===== src/rtl/zcd_trig_pkg.sv =====
package zcd_trig_pkg;
  // Digitized comparator levels from the auxiliary winding sense.
  typedef struct packed {
    logic above_arm;
    logic above_trig;
  } zcd_cmp_t;

  localparam int unsigned CMP_W = $bits(zcd_cmp_t);
endpackage


===== src/rtl/zcd_sync.sv =====
module zcd_sync #(
  parameter int unsigned WIDTH  = 2,
  parameter int unsigned STAGES = 2
) (
  input  logic             clk,
  input  logic             rst_n,
  input  logic [WIDTH-1:0] d_i,
  output logic [WIDTH-1:0] q_o
);
  localparam int unsigned TOP = STAGES - 1;

  logic [STAGES-1:0][WIDTH-1:0] stage_q;

  generate
    if (STAGES == 1) begin : g_single
      always_ff @(posedge clk or negedge rst_n) begin
        if (!rst_n) stage_q <= '0;
        else        stage_q <= d_i;
      end
    end else begin : g_chain
      always_ff @(posedge clk or negedge rst_n) begin
        if (!rst_n) stage_q <= '0;
        else        stage_q <= {stage_q[STAGES-2:0], d_i};
      end
    end
  endgenerate

  assign q_o = stage_q[TOP];
endmodule


===== src/rtl/zcd_arm_latch.sv =====
module zcd_arm_latch (
  input  logic clk,
  input  logic rst_n,
  input  logic arm_lvl,
  input  logic trig_lvl,
  input  logic drive_on,
  input  logic clr_i,
  output logic zc_fire_o
);
  logic armed_q;

  // Reset-dominant set/reset latch: the drive-on or start clear wins.
  always_ff @(posedge clk or negedge rst_n) begin
    if (!rst_n)        armed_q <= 1'b0;
    else if (clr_i)    armed_q <= 1'b0;
    else if (arm_lvl)  armed_q <= 1'b1;
  end

  assign zc_fire_o = armed_q & ~trig_lvl & ~drive_on;

  // a cycle with the drive on leaves the detector unarmed
  assert_clear_on_drive_R3: assert property (@(posedge clk) disable iff (!rst_n)
    drive_on |=> !armed_q);

  // arming follows a sampled arm level
  assert_arm_from_level_R1: assert property (@(posedge clk) disable iff (!rst_n)
    $rose(armed_q) |-> $past(arm_lvl));
endmodule


===== src/rtl/zcd_restart_timer.sv =====
module zcd_restart_timer #(
  parameter int unsigned TIMEOUT_CYC = 18000
) (
  input  logic clk,
  input  logic rst_n,
  input  logic drive_on,
  input  logic fault,
  input  logic restart_i,
  output logic kick_o
);
  localparam int unsigned CW = $clog2(TIMEOUT_CYC + 1);
  localparam logic [CW-1:0] LIMIT = CW'(TIMEOUT_CYC);

  logic [CW-1:0] cnt_q;

  assign kick_o = ~drive_on & ~fault & (cnt_q == LIMIT);

  always_ff @(posedge clk or negedge rst_n) begin
    if (!rst_n)                           cnt_q <= '0;
    else if (drive_on | fault | restart_i) cnt_q <= '0;
    else                                   cnt_q <= cnt_q + 1'b1;
  end

  // the count never runs past the timeout
  assert_no_overrun_R5: assert property (@(posedge clk) disable iff (!rst_n)
    cnt_q <= LIMIT);

  // a nonzero count means the previous cycle was drive-off and fault-free
  assert_count_needs_idle_R6: assert property (@(posedge clk) disable iff (!rst_n)
    (cnt_q != '0) |-> $past(!drive_on && !fault));
endmodule


===== src/rtl/zcd_cycle_trigger.sv =====
module zcd_cycle_trigger #(
  parameter int unsigned TIMEOUT_CYC = 18000,
  parameter int unsigned SYNC_STAGES = 2
) (
  input  logic clk,
  input  logic rst_n,
  input  logic zc_above_arm,
  input  logic zc_above_trig,
  input  logic drive_on,
  input  logic fault_ovp,
  input  logic fault_uvp,
  output logic start_pulse
);
  import zcd_trig_pkg::*;

  zcd_cmp_t cmp_raw, cmp_s;
  logic     zc_fire, kick, start_now, start_q;

  assign cmp_raw.above_arm  = zc_above_arm;
  assign cmp_raw.above_trig = zc_above_trig;

  zcd_sync #(.WIDTH(CMP_W), .STAGES(SYNC_STAGES)) u_sync (
    .clk   (clk),
    .rst_n (rst_n),
    .d_i   (cmp_raw),
    .q_o   (cmp_s)
  );

  zcd_arm_latch u_arm (
    .clk       (clk),
    .rst_n     (rst_n),
    .arm_lvl   (cmp_s.above_arm),
    .trig_lvl  (cmp_s.above_trig),
    .drive_on  (drive_on),
    .clr_i     (drive_on | start_now),
    .zc_fire_o (zc_fire)
  );

  zcd_restart_timer #(.TIMEOUT_CYC(TIMEOUT_CYC)) u_timer (
    .clk       (clk),
    .rst_n     (rst_n),
    .drive_on  (drive_on),
    .fault     (fault_ovp | fault_uvp),
    .restart_i (start_now),
    .kick_o    (kick)
  );

  assign start_now = zc_fire | kick;

  always_ff @(posedge clk or negedge rst_n) begin
    if (!rst_n) start_q <= 1'b0;
    else        start_q <= start_now;
  end

  assign start_pulse = start_q;

  // a start request lasts a single cycle
  assert_single_pulse_R7: assert property (@(posedge clk) disable iff (!rst_n)
    start_pulse |=> !start_pulse);
endmodule


===== config.mk =====
export PLATFORM = sky130hd
export DESIGN_NAME = zcd_cycle_trigger
export DESIGN_NICKNAME = d
export VERILOG_FILES = /design/src/rtl/zcd_trig_pkg.sv /design/src/rtl/zcd_sync.sv /design/src/rtl/zcd_arm_latch.sv /design/src/rtl/zcd_restart_timer.sv /design/src/rtl/zcd_cycle_trigger.sv
export SDC_FILE = /design/constraint.sdc
export NUM_CORES = 1
export LEC_CHECK = 0
export BUFFER_PORTS_ARGS = -buffer_cell sky130_fd_sc_hd__buf_2
export CELL_PAD_IN_SITES_DETAIL_PLACEMENT = 0
export CELL_PAD_IN_SITES_GLOBAL_PLACEMENT = 2
export CORE_MARGIN = 2
export CORE_UTILIZATION = 39
export DETAILED_ROUTE_END_ITERATION = 10
export GPL_TIMING_DRIVEN = 0
export HOLD_SLACK_MARGIN = 0.03
export PLACE_DENSITY = 0.92
export REMOVE_ABC_BUFFERS = 1
export SLEW_MARGIN = 20
export SYNTH_ARGS = -nofsm -noshare
export SYNTH_HDL_FRONTEND = slang
export SYNTH_SLANG_ARGS = --single-unit

===== constraint.sdc =====
create_clock -name clk -period 4.8 [get_ports clk]
set_input_delay 0.96 -clock clk [delete_from_list [all_inputs] [get_ports clk]]
set_output_delay 0.96 -clock clk [all_outputs]
set_load 0.02 [all_outputs]

# Word-level counts from Yosys, hierarchy flattened
# Cells that the tools add are included.
dict set report op_classes {
  add_sub_neg 1
  eq_ne 1
  n_reduce_logical 1
  n_mux 3
  bitwise_logic 12
}
# op count
set op_table {}
lappend op_table {{15-bit by 1-bit adder with 15-bit output, second input constant} 1}
lappend op_table {{15-bit equality test, second input constant} 1}
lappend op_table {{15-bit two-way mux} 1}
lappend op_table {{1-bit OR} 5}
lappend op_table {{1-bit AND} 4}
lappend op_table {{1-bit inverter} 3}
lappend op_table {{1-bit two-way mux} 2}
lappend op_table {{2-bit nonzero test} 1}
dict set report word_totals {
  output_inout_bits 1
  register_bits 21
}

# Depth between registers and ports, before layout
dict set report depth {
  word_depth 7
  ltp_mapped 7
  ltp_nobuf 6
}

# Cells and area by module
# A second synthesis with hierarchy kept.
dict set report hier_totals {
  cells_unflattened 99
  area_unflattened_um2 1022.2
}
# module area_each_um2 seq_area_each_um2 cells_per_inst n_inst
set modules_own_cells {}
lappend modules_own_cells {zcd_restart_timer 815.8 375.4 86 1}
lappend modules_own_cells {zcd_sync 115.1 100.1 6 1}
lappend modules_own_cells {zcd_arm_latch 47.5 25.0 3 1}
lappend modules_own_cells {zcd_cycle_trigger 43.8 25.0 4 1}

# Least setup slack after synthesis
# Ideal clock, no wire load.
dict set report synth_timing {
  path_type {input -> register}
  startpoint {input port drive_on}
  endpoint {register u_timer.cnt_q[10]}
  path_buffers 1
  setup_ps 71
  stages 4
  arrival_time_ps 1578
  required_ps 4729
  setup_slack_ps 3151
  cell_sequence {nor3_1 -> nand3_1 -> buf_4 -> nor2_1}
}
dict set report synth_between {
  elab_chain_len 6
}
# item line_no
set synth_lines {}
lappend synth_lines {{start: declaration} zcd_cycle_trigger.sv:9} ;# input logic drive_on,
lappend synth_lines {{1-bit inverter} {zcd_arm_latch.sv:19, zcd_restart_timer.sv:16}}
lappend synth_lines {{1-bit AND (2 in series)} zcd_restart_timer.sv:16} ;# assign kick_o = ~drive_on & ~fault & (cnt_q == LIMIT);
lappend synth_lines {{1-bit OR} zcd_cycle_trigger.sv:48} ;# assign start_now = zc_fire | kick;
lappend synth_lines {{1-bit OR (*)} zcd_restart_timer.sv:20} ;# else if (drive_on | fault | restart_i) cnt_q <= '0;
lappend synth_lines {{15-bit two-way mux (*)} zcd_restart_timer.sv:20}
lappend synth_lines {{end signal: assignment} zcd_restart_timer.sv:21} ;# else cnt_q <= cnt_q + 1'b1;
lappend synth_lines {{end: declaration} zcd_restart_timer.sv:14} ;# logic [CW-1:0] cnt_q;
# Every way passes the cells marked *; elsewhere a longest branch is shown, timed or not.
# A chain may end at the register's enable or synchronous reset.

# Worst setup path in the final report
dict set report layout_timing {
  startpoint {register u_timer.cnt_q[0]}
  endpoint {register u_timer.cnt_q[12]}
}
dict set report layout_between {
  elab_chain_len 5
}
# item line_no
set layout_lines {}
lappend layout_lines {{branches (longest 4 deep; another with 15-bit by 1-bit adder with 15-bit output)} -}
lappend layout_lines {{15-bit two-way mux (*)} zcd_restart_timer.sv:20}
# Every way passes the cells marked *.

==> results.md <==
- Yosys mapped the design onto 18 distinct sky130hd cell types.
- The tree is rooted in a clkbuf_4.
- The total number of vias is 645.
- The number of antenna violations at the first check in global routing is 0.
- The initial core utilization is 0.419.
- The filler cell count in the final layout is 222.
- Clock tree synthesis found a total of 21 sinks.
- The fraction of layout cells with a size suffix above 1 is 0.109.
- For the worst-skew pair, the clock arrives at the later sink with an insertion delay of 310 ps.
- The number of hold buffers added after CTS was 0.
- The met1 layer wirelength in the final routing is 760 um.
- The I/O pin count is 8.
- Counting I/O delays and the setup requirement, the final critical path takes 1930 ps.
- A synthesized cell averages 10.3 um^2.
- The CTS tree is yes.
- The share of synthesized area in the top cell type comes to 0.561.
- The maximum number of pins on one net before global-route repair is 22.
- The highest layer touched by signal routing is met4.
- The cell at the slowest stage of the critical path is nand3_1.
- The cell taking the most area after synthesis is dfrtp_1.
- The core region area is 0.00223 mm^2.
- Setup repair after global routing left no endpoint under its margin.
- The post-cts sizing count is 0.
- STA classifies the critical path endpoint as a register.
- The post-placement cell count is 125.
- The clock-pin slew reported for the worst setup and hold paths after clock tree synthesis is 120 ps.
- The gate family responsible for the most delay along the worst path is simple AND/OR/NAND/NOR gates.
- In the routed layout, each cell is associated on average with a via count of 5.00.
- The critical path goes through inv_1 -> ha_1 -> nor4bb_1 -> nand4_1 -> nand3_1 -> nor2_1.
- The tightest hold path in the finished design has a slack of 367 ps.
- Counting flops and latches in the post-synthesis netlist gives 21.
- The proportion of synthesized chip area in sequential cells is 0.561.
- The total non-filler cell area in the finished layout is 0.00103 mm^2.
- Once detailed placement completed, the half-perimeter wirelength came to 1.13 mm.
- Detailed routing placed a total of 764 um of wire on met2.
- In the global route stage, overall resource usage came out at 0.141.
- The multi-input combinational cells in the finished layout cover a total of 380 um^2.
- Summed over all layers, the routed wires come to 1.59 mm.
- The total die area is 0.00281 mm^2.
- Ranked by total cell area, the synthesized netlist is headed by dfrtp_1 (56%), xnor2_1 (11%), nor2_1 (7.2%), nor4_1 (4.0%), nand3_1 (3.2%).
- Across the run, the number of max-cap violations was 0.
- The number of global-route vias before repair is 620.
- The final max-slew violation count is 0.
- The number of buffers inserted by port buffering is 7.
- The largest incremental delay on the critical path is 510 ps.
- In this run the worst hold path is classified as register to register.
- Counting both buffers and inverters, the worst setup path holds a total of 1.
- Synthesis produced a netlist whose cell count is 91.
- The buffer levels on the longest clock path is 2.
- The total count of hold-check failures in the final report is 0.
- Once placement finished, the instance area stood at 998 um^2.
- The post-layout net count is 111.
- The overall die width is 53.0 um.
- The total negative setup slack is 0 ps.
- The required time of the worst setup path is 4980 ps.
- The largest clock skew in the final design is 1.50 ps.
- The first global-routing pass estimated 2.74 mm of wire.
- Leaving out fill and tap cells, the most frequent cell in the layout is dfrtp_1.
- The nature of the critical path startpoint is a register.
- The Yosys step of the flow raised 0 warnings.
- Dividing total power by cell area gives a power density of 274 mW/mm^2.
- The overflow left after global routing is 0.
- The pre-antenna-repair detailed-routing pass consisted of 4 iterations.
- The standard-cell row count is 17.
- The count of final setup violators is 0.
- The die is 53.0 um tall.
- The routability congestion estimate is 0.731.
- The flow ran to the end, and the final reports show no timing, DRC or antenna violations.
- The buffer count from post-CTS setup fixing is 0.
- Summed over all cells, the static leakage comes to 0.395 nW.
- STA puts the critical path data arrival time at 2120 ps.
- Timing would allow up to 517 MHz.
- Detailed routing placed a total of 52 um of wire on met3.
- The slew at the pin closest to its max-slew limit is 598 ps.
- The number of buffers added by the clock tree synthesis step is 3.
- The core occupancy in the finished layout is 0.461.
- Of all nets on the critical path, the largest fanout is 15.
- For this run, the number of standard cells in the final layout without fillers is 129.
- The average routed wire per standard cell is 12.4 um.
- In the finished design, the share of the clock period the worst path needs comes to 0.403.
- The repair_antennas step left the layout with diodes totalling 0.
- The deepest level of the CTS H-tree is 1.
- The sequential standard cell area is 526 um^2.
- Relative to the synthesized area, the layout overhead comes to 9.89%.
- The kind of critical path is register to register.
- Summing every instance area after synthesis gives 936 um^2.
- VDD sags by at most 260 uV.
- In this run the remaining antenna-violating nets after routing total 0.
- The starting DRC count in detailed routing is 6.
- The worst-case headroom to the max-slew limit is 0.600.
- The library cells used most frequently in the layout, excluding fill and tap cells, are dfrtp_1 (21), nor2_1 (18), xnor2_1 (12).
- The number of remaining DRC errors is 0.
worst register-to-register path: stages (launching register included):
cell and delay [ps]:
dfrtp_1 450, inv_1 80, ha_1 150, nor4bb_1 300
nand4_1 200, nand3_1 510, nor2_1 120
layer usage:
metal	vias to the layer above	GRT usage
met5	-	0
met4	0	0.0513
met3	2	0.0508
met2	9	0.225
met1	306	0.176
li1	328	-
path summary, 6_finish.rpt:
kind,startpoint,end,slack [ps],cells after the start
max in group asynchronous,rst_n,u_timer.cnt_q[12],3910,1
setup / recovery,u_timer.cnt_q[0],u_timer.cnt_q[12],2870,6
setup reg to reg,u_timer.cnt_q[0],u_timer.cnt_q[12],2870,6
hold / removal,u_sync.stage_q[0],u_sync.q_o[0],370,0
min in group asynchronous,rst_n,u_timer.cnt_q[8],580,1
hold reg to reg,u_sync.stage_q[0],u_sync.q_o[0],370,0
cell families (layout without fill, tap and decap cells):
| kind of cell | count (synthesis) | in the layout | share of synthesized area |
|---|---|---|---|
| and+or+nand+nor | 46 | 46 | 0.242 |
| DFF | 21 | 21 | 0.561 |
| xor gates and xnor gates | 13 | 13 | 0.122 |
| muxes | 1 | 1 | 0.0107 |
| buffers and inverters | 7 | 17 | 0.0321 |
| AOI/OAI and AO/OA | 1 | 1 | 0.00534 |
| adders and majority gates | 2 | 2 | 0.0267 |
through the flow:
stage / power (W) / setup slack [ps]
3_5_place_dp: 0.000196 / 2710
5_1_grt: 0.000294 / 2620
2_1_floorplan: 0.000188 / 3120
4_1_cts: 0.000284 / 2810
6_report: 0.000282 / 2870
3_3_place_gp: 0.000196 / 2790
layout make-up:
class / count / share of cell area
Clock buffer: 3 / 0.0219
Clock inverter: 1 / 0.00730
Inverter: 6 / 0.0219
Multi-Input combinational cell: 63 / 0.370
Sequential cell: 21 / 0.511
Tap cell: 28 / 0.0341
Timing Repair Buffer: 7 / 0.0341
registers in the layout (all words and copies together) (netlist names):
signal,count
u_arm.armed_q,1
u_timer.cnt_q,15
u_sync.q_o,2
start_pulse,1
u_sync.stage_q,2
where the power goes:
group / switching [W] / internal (W) / total (W)
Sequential: 0.00000153 / 0.000180 / 0.000181
Clock: 0.0000577 / 0.0000318 / 0.0000895
Combinational: 0.00000742 / 0.00000362 / 0.0000110
Total: 0.0000666 / 0.000215 / 0.000282
cell usage after synthesis:
master / instances
nand4_1: 3
nor3_1: 6
nor2_1: 18
buf_4: 1
ha_1: 2
xor2_1: 1
nand2_1: 3
nand3_1: 6
mux2i_1: 1
nor4bb_1: 1
and4_1: 1
nor4_1: 6
inv_1: 6
xnor2_1: 12
a21oi_1: 1
nand2b_1: 1
or3_1: 1
dfrtp_1: 21
No activity file was read; power rests on OpenSTA's default activity.
